==> src/rtl/smul_pkg.sv <==
package smul_pkg;
    typedef enum logic [1:0] {
        SEL_LO  = 2'b00,
        SEL_SHI = 2'b01,
        SEL_UHI = 2'b10,
        SEL_LO2 = 2'b11
    } sel_e;

    typedef enum logic [1:0] {
        ST_IDLE = 2'b00,
        ST_ITER = 2'b01,
        ST_FIX  = 2'b10
    } st_e;
endpackage

==> src/rtl/smul_ctrl.sv <==
module smul_ctrl #(
    parameter int W = 64
) (
    input  logic clk,
    input  logic rst_n,
    input  logic start_i,
    output logic load_o,
    output logic step_o,
    output logic fix_o,
    output logic busy_o,
    output logic done_o
);
    import smul_pkg::*;

    localparam int CW = $clog2(W);
    localparam logic [CW-1:0] LAST = CW'(W - 1);

    st_e           state_q, state_d;
    logic [CW-1:0] cnt_q;
    logic          done_q;

    // state register, step counter and registered completion pulse
    always_ff @(posedge clk) begin
        if (!rst_n) begin
            state_q <= ST_IDLE;
            cnt_q   <= '0;
            done_q  <= 1'b0;
        end else begin
            state_q <= state_d;
            done_q  <= (state_q == ST_FIX);
            if (state_q == ST_ITER) cnt_q <= cnt_q + 1'b1;
            else                    cnt_q <= '0;
        end
    end

    // next state
    always_comb begin
        state_d = state_q;
        unique case (state_q)
            ST_IDLE: if (start_i)      state_d = ST_ITER;
            ST_ITER: if (cnt_q == LAST) state_d = ST_FIX;
            ST_FIX:                     state_d = ST_IDLE;
            default:                    state_d = ST_IDLE;
        endcase
    end

    // outputs decoded from state
    always_comb begin
        load_o = 1'b0;
        step_o = 1'b0;
        fix_o  = 1'b0;
        busy_o = 1'b0;
        unique case (state_q)
            ST_IDLE: load_o = start_i;
            ST_ITER: begin step_o = 1'b1; busy_o = 1'b1; end
            ST_FIX:  begin fix_o  = 1'b1; busy_o = 1'b1; end
            default: ;
        endcase
    end

    assign done_o = done_q;
endmodule

==> src/rtl/smul_mag.sv <==
module smul_mag #(
    parameter int W = 64
) (
    input  logic         signed_i,
    input  logic [W-1:0] val_i,
    output logic [W-1:0] mag_o,
    output logic         neg_o
);
    // the negation of the most negative value wraps to 2^(W-1), which is
    // the correct magnitude when read as unsigned
    assign neg_o = signed_i & val_i[W-1];
    assign mag_o = neg_o ? (~val_i + 1'b1) : val_i;
endmodule

==> src/rtl/smul_dp.sv <==
module smul_dp #(
    parameter int W = 64
) (
    input  logic         clk,
    input  logic         rst_n,
    input  logic         load_i,
    input  logic         step_i,
    input  logic         fix_i,
    input  logic [1:0]   sel_i,
    input  logic [W-1:0] opa_i,
    input  logic [W-1:0] opb_i,
    output logic [W-1:0] result_o
);
    import smul_pkg::*;

    localparam int PW = 2 * W;

    logic [W-1:0]  mcand_q;
    logic [PW-1:0] prod_q;
    logic          neg_q;
    sel_e          sel_q;
    logic [W-1:0]  res_q;

    logic              sgn;
    logic [1:0][W-1:0] mag;
    logic [1:0]        negs;
    logic [W:0]        sum;
    logic [PW-1:0]     fixed;

    assign sgn = (sel_e'(sel_i) == SEL_SHI);

    for (genvar i = 0; i < 2; i++) begin : g_mag
        smul_mag #(.W(W)) u_mag (
            .signed_i (sgn),
            .val_i    ((i == 0) ? opa_i : opb_i),
            .mag_o    (mag[i]),
            .neg_o    (negs[i])
        );
    end

    // add the multiplicand into the upper half; the carry becomes bit W
    assign sum   = {1'b0, prod_q[PW-1:W]} + {1'b0, (prod_q[0] ? mcand_q : {W{1'b0}})};
    assign fixed = neg_q ? (~prod_q + 1'b1) : prod_q;

    always_ff @(posedge clk) begin
        if (!rst_n) begin
            mcand_q <= '0;
            prod_q  <= '0;
            neg_q   <= 1'b0;
            sel_q   <= SEL_LO;
            res_q   <= '0;
        end else if (load_i) begin
            mcand_q <= mag[0];
            prod_q  <= {{W{1'b0}}, mag[1]};
            neg_q   <= negs[0] ^ negs[1];
            sel_q   <= sel_e'(sel_i);
        end else if (step_i) begin
            prod_q  <= {sum, prod_q[W-1:1]};
        end else if (fix_i) begin
            unique case (sel_q)
                SEL_SHI: res_q <= fixed[PW-1:W];
                SEL_UHI: res_q <= prod_q[PW-1:W];
                default: res_q <= prod_q[W-1:0];
            endcase
        end
    end

    assign result_o = res_q;
endmodule

==> src/rtl/shift_add_mul.sv <==
module shift_add_mul #(
    parameter int W = 64
) (
    input  logic         clk,
    input  logic         rst_n,
    input  logic         start_i,
    input  logic [1:0]   sel_i,
    input  logic [W-1:0] opa_i,
    input  logic [W-1:0] opb_i,
    output logic         busy_o,
    output logic         done_o,
    output logic [W-1:0] result_o
);
    logic load, step, fix;

    smul_ctrl #(.W(W)) u_ctrl (
        .clk     (clk),
        .rst_n   (rst_n),
        .start_i (start_i),
        .load_o  (load),
        .step_o  (step),
        .fix_o   (fix),
        .busy_o  (busy_o),
        .done_o  (done_o)
    );

    smul_dp #(.W(W)) u_dp (
        .clk      (clk),
        .rst_n    (rst_n),
        .load_i   (load),
        .step_i   (step),
        .fix_i    (fix),
        .sel_i    (sel_i),
        .opa_i    (opa_i),
        .opb_i    (opb_i),
        .result_o (result_o)
    );
endmodule

==> config.mk <==
export PLATFORM = sky130hd
export DESIGN_NAME = shift_add_mul
export DESIGN_NICKNAME = d
export VERILOG_FILES = /design/src/rtl/smul_pkg.sv /design/src/rtl/smul_ctrl.sv /design/src/rtl/smul_mag.sv /design/src/rtl/smul_dp.sv /design/src/rtl/shift_add_mul.sv
export SDC_FILE = /design/constraint.sdc
export NUM_CORES = 1
export LEC_CHECK = 0
export BUFFER_PORTS_ARGS = -buffer_cell sky130_fd_sc_hd__clkbuf_2
export CAP_MARGIN = 20
export CORE_MARGIN = 4
export CORE_UTILIZATION = 28
export CTS_BUF_LIST = sky130_fd_sc_hd__clkbuf_4
export DETAILED_ROUTE_END_ITERATION = 6
export SKIP_CTS_REPAIR_TIMING = 1
export SYNTH_ARGS = -nofsm -noshare
export SYNTH_HDL_FRONTEND = slang
export SYNTH_HIERARCHICAL = 1
export SYNTH_SLANG_ARGS = --single-unit
==> constraint.sdc <==
create_clock -name clk -period 3.4 [get_ports clk]
set_input_delay 0.51 -clock clk [delete_from_list [all_inputs] [get_ports clk]]
set_output_delay 0.51 -clock clk [all_outputs]
set_load 0.05 [all_outputs]
==> out/qor.txt <==
status = completed
Min-Delay Path Class = primary input to flop
clock skew = 40.2 ps
Area Overhead vs Synth = 23.1%
HPWL Detailed = 55,500 microns
Yosys Warn Count = 6
Die Ht = 278 microns
portion of netlist area occupied by mux cells = 8.12%
ANT nets after route = 0
CP Cell Sequence = buf_12, buf_8, and2_1, ha_1, nand4_1, or3_1, nor2_1, o2111a_1, a21o_1, a31oi_2, buf_4, buf_4, o21a_1, o21ai_1, xnor2_1, o21ai_0
Setup TNS Final = 0 ps
FP Rows = 98
worst-path fanout max = 20
DRC violations left = 0
core box area = 71,700 sq um
I/O pins = 199
Arr. time, crit path = 3930 ps
Slew HR = 32.0%
largest stage delay on the critical path = 430 ps
global route overflow = 0
register area = 5370 sq um
Synth Instances = 2,571
clock buffer depth = 3
initial antenna violation count = 2
Worst setup SP type = flop
drt pass-1 iters = 6
Reg clk slew, reported paths = 60 ps
achievable frequency = 0.305 GHz
Post-Synth Adder-Cell Area = 4.58%
critical path endpoint category = flop
Vias = 20,400
Post-synth top flop = dfxtp_1
Leak = 10.6 nW
largest family of logic cells by synthesized area = simple AND/OR/NAND/NOR gates
final setup violation count = 0
CP max stage cell = or3_1
starting density of the core = 28.4%
RSZ-0062 raised after global routing = yes
CTS H-tree depth = 3
Post-Syn Nets = 2,778
Pwr Density = 366 nW/um^2
area of the die = 77,100 sq um
I/O Buffers = 198
Max Cap Viol = 0
Seq/Total Area, Yosys = 26.3%
number of buffers created by CTS = 77
nets = 3,139
Tcrit/Tclk final = 96.4%
Post-Synth XOR/XNOR Area = 9.08%
clock sinks = 268
RePlAce Congestion = 0.937
Setup CP Type = flop to flop
first-pass GRT wire length = 110,000 microns
CTS tree = built
Worst path most repeated cell = buf_4
most frequent cells in the layout = 267 x dfxtp_1, 238 x buf_4, 220 x nand2_1
fin crit period = 3280 ps
total power = 9.18 mW
worst skew pair latency = 810 ps
synthesized flop and latch total = 268
compound-gate portion of the synthesized area = 22.3%
DR iter-0 viols = 1,520
Async SR Flop Fraction = 0%
Post-Route WL = 71,900 microns
fin. max-slew vios = 0
Synth Area in Simple Gates = 25.7%
die width = 278 microns
multi-input logic area = 14,500 sq um
Syn Area/Cell = 7.92 sq um
Mapped Area = 20,400 sq um
vias per inst = 5.18
most common cell after layout, fill and taps aside = dfxtp_1
Netlist cell types = 86
WL per Instance = 18.3 microns
pin count of the biggest net entering global routing = 119
Final Hold Violating Endpoints = 0
number of synthesized flops with an enable pin = 0
vias in the first global route = 19,700
Critical Path RT = 4060 ps
FILL cells = 7,614
Worst-Margin Slew = 1020 ps
Worst VDD drop = 248 uV
Root Driver = clkbuf_4
Total GRT Usage = 17.7%
share of cells above drive strength 1 = 22.5%
## Yosys cell counts, drive strengths merged, types with 4 or more instances
master,n,area (sq um)
nand3,67,345
mux2i,164,1640
a21o,52,390
and3,15,93.8
o31ai,27,203
o221ai,4,35.0
o21bai,14,105
or2,7,43.8
or4,15,128
a21bo,4,40.0
a31oi,32,200
nor4b,4,60.1
inv,44,165
dfxtp,268,5370
and2,140,876
nor2,154,578
nand3b,12,128
a21boi,19,143
nor3,61,332
o21a,10,75.1
nor2b,76,483
buf,18,76.3
o31a,5,43.8
o211ai,44,330
o21ai,225,1130
nor4,68,708
ha,73,913
a221oi,30,275
a21oi,167,836
xnor2,102,893
o41ai,19,204
nand2b,14,87.6
a211oi,17,128
nand2,223,842
o311ai,11,96.3
clkbuf,143,537
nand4,39,269
xor2,109,955
nand4b,5,43.8
or3,27,169
## through the flow
stage          util (%)  std cells  setup WS [ps]  cell area [sq um]  hold slack, ps
4_1_cts            34.6       3936          -91.5              24800           -75.7
6_report           34.9       3938            123              25100            10.3
3_5_place_dp       33.3       3803          -97.3              23900             438
3_3_place_gp       33.3       3803           4.53              23900             429
5_1_grt            34.9       3938          -45.1              25100            25.2
2_1_floorplan         -       2571          -12.6              20400             418
## state kept, by name, summed over array words and instances, names as in the netlist
name	flops
u_dp/prod_q	128
u_dp/mcand_q	64
u_dp/result_o	64
u_ctrl/cnt_q	6
u_ctrl/state_q	2
u_dp/sel_q	2
u_ctrl/done_o	1
u_dp/neg_q	1
## path summary, 6_finish.rpt
| check | startpoint | cells after the start | slack, ps | to |
|---|---|---|---|---|
| min reg2reg | u_ctrl/cnt_q[0] | 1 | 450 | u_ctrl/cnt_q[0] |
| min | sel_i[0] | 3 | 10 | u_dp/sel_q[0] |
| max | u_dp/prod_q[0] | 16 | 120 | u_dp/prod_q[113] |
| max reg2reg | u_dp/prod_q[0] | 16 | 120 | u_dp/prod_q[113] |
## report_power, final
part | switching, mW | total, mW | internal, mW
sequential | 0.235 | 3.59 | 3.36
clock | 1.43 | 3.03 | 1.60
combinational | 1.50 | 2.56 | 1.06
## worst max-delay path: cells and delay by family (launching register included)
| family | cells | cell delay (ps) |
|---|---|---|
| AO/OA/AOI/OAI | 6 | 930 |
| AND/OR/NAND/NOR | 4 | 830 |
| buffers and inverters | 4 | 590 |
| adder cells (fa/ha/maj) | 1 | 340 |
| flip-flops | 1 | 320 |
| XOR/XNOR | 1 | 130 |
## layout make-up
class,count,share of cell area (%)
antenna,2,0.0200
clock buffer,114,3.41
clock inverter,19,0.389
inverter,45,0.674
multi-input combinational,2097,57.7
sequential,268,21.4
tap,950,4.74
timing repair buffer,443,11.6
## cell families (layout without fill, tap and decap cells)
logic type | after synthesis | count (layout)
other | 0 | 2
flip-flops | 268 | 268
buffers and inverters | 206 | 621
XOR/XNOR | 211 | 211
multiplexers | 165 | 165
adder cells (fa/ha/maj) | 74 | 74
AND/OR/NAND/NOR | 933 | 933
AO/OA/AOI/OAI | 714 | 714
## per-layer routing
layer | vias up | wire length [microns] | GRT usage [%]
met1 | 9628 | 29100 | 20.3
met2 | 509 | 36200 | 31.5
li1 | 10100 | - | -
met4 | 0 | 3010 | 8.14
met3 | 127 | 3580 | 3.49
met5 | - | 0 | 0
(Power assumes the default switching activity.)
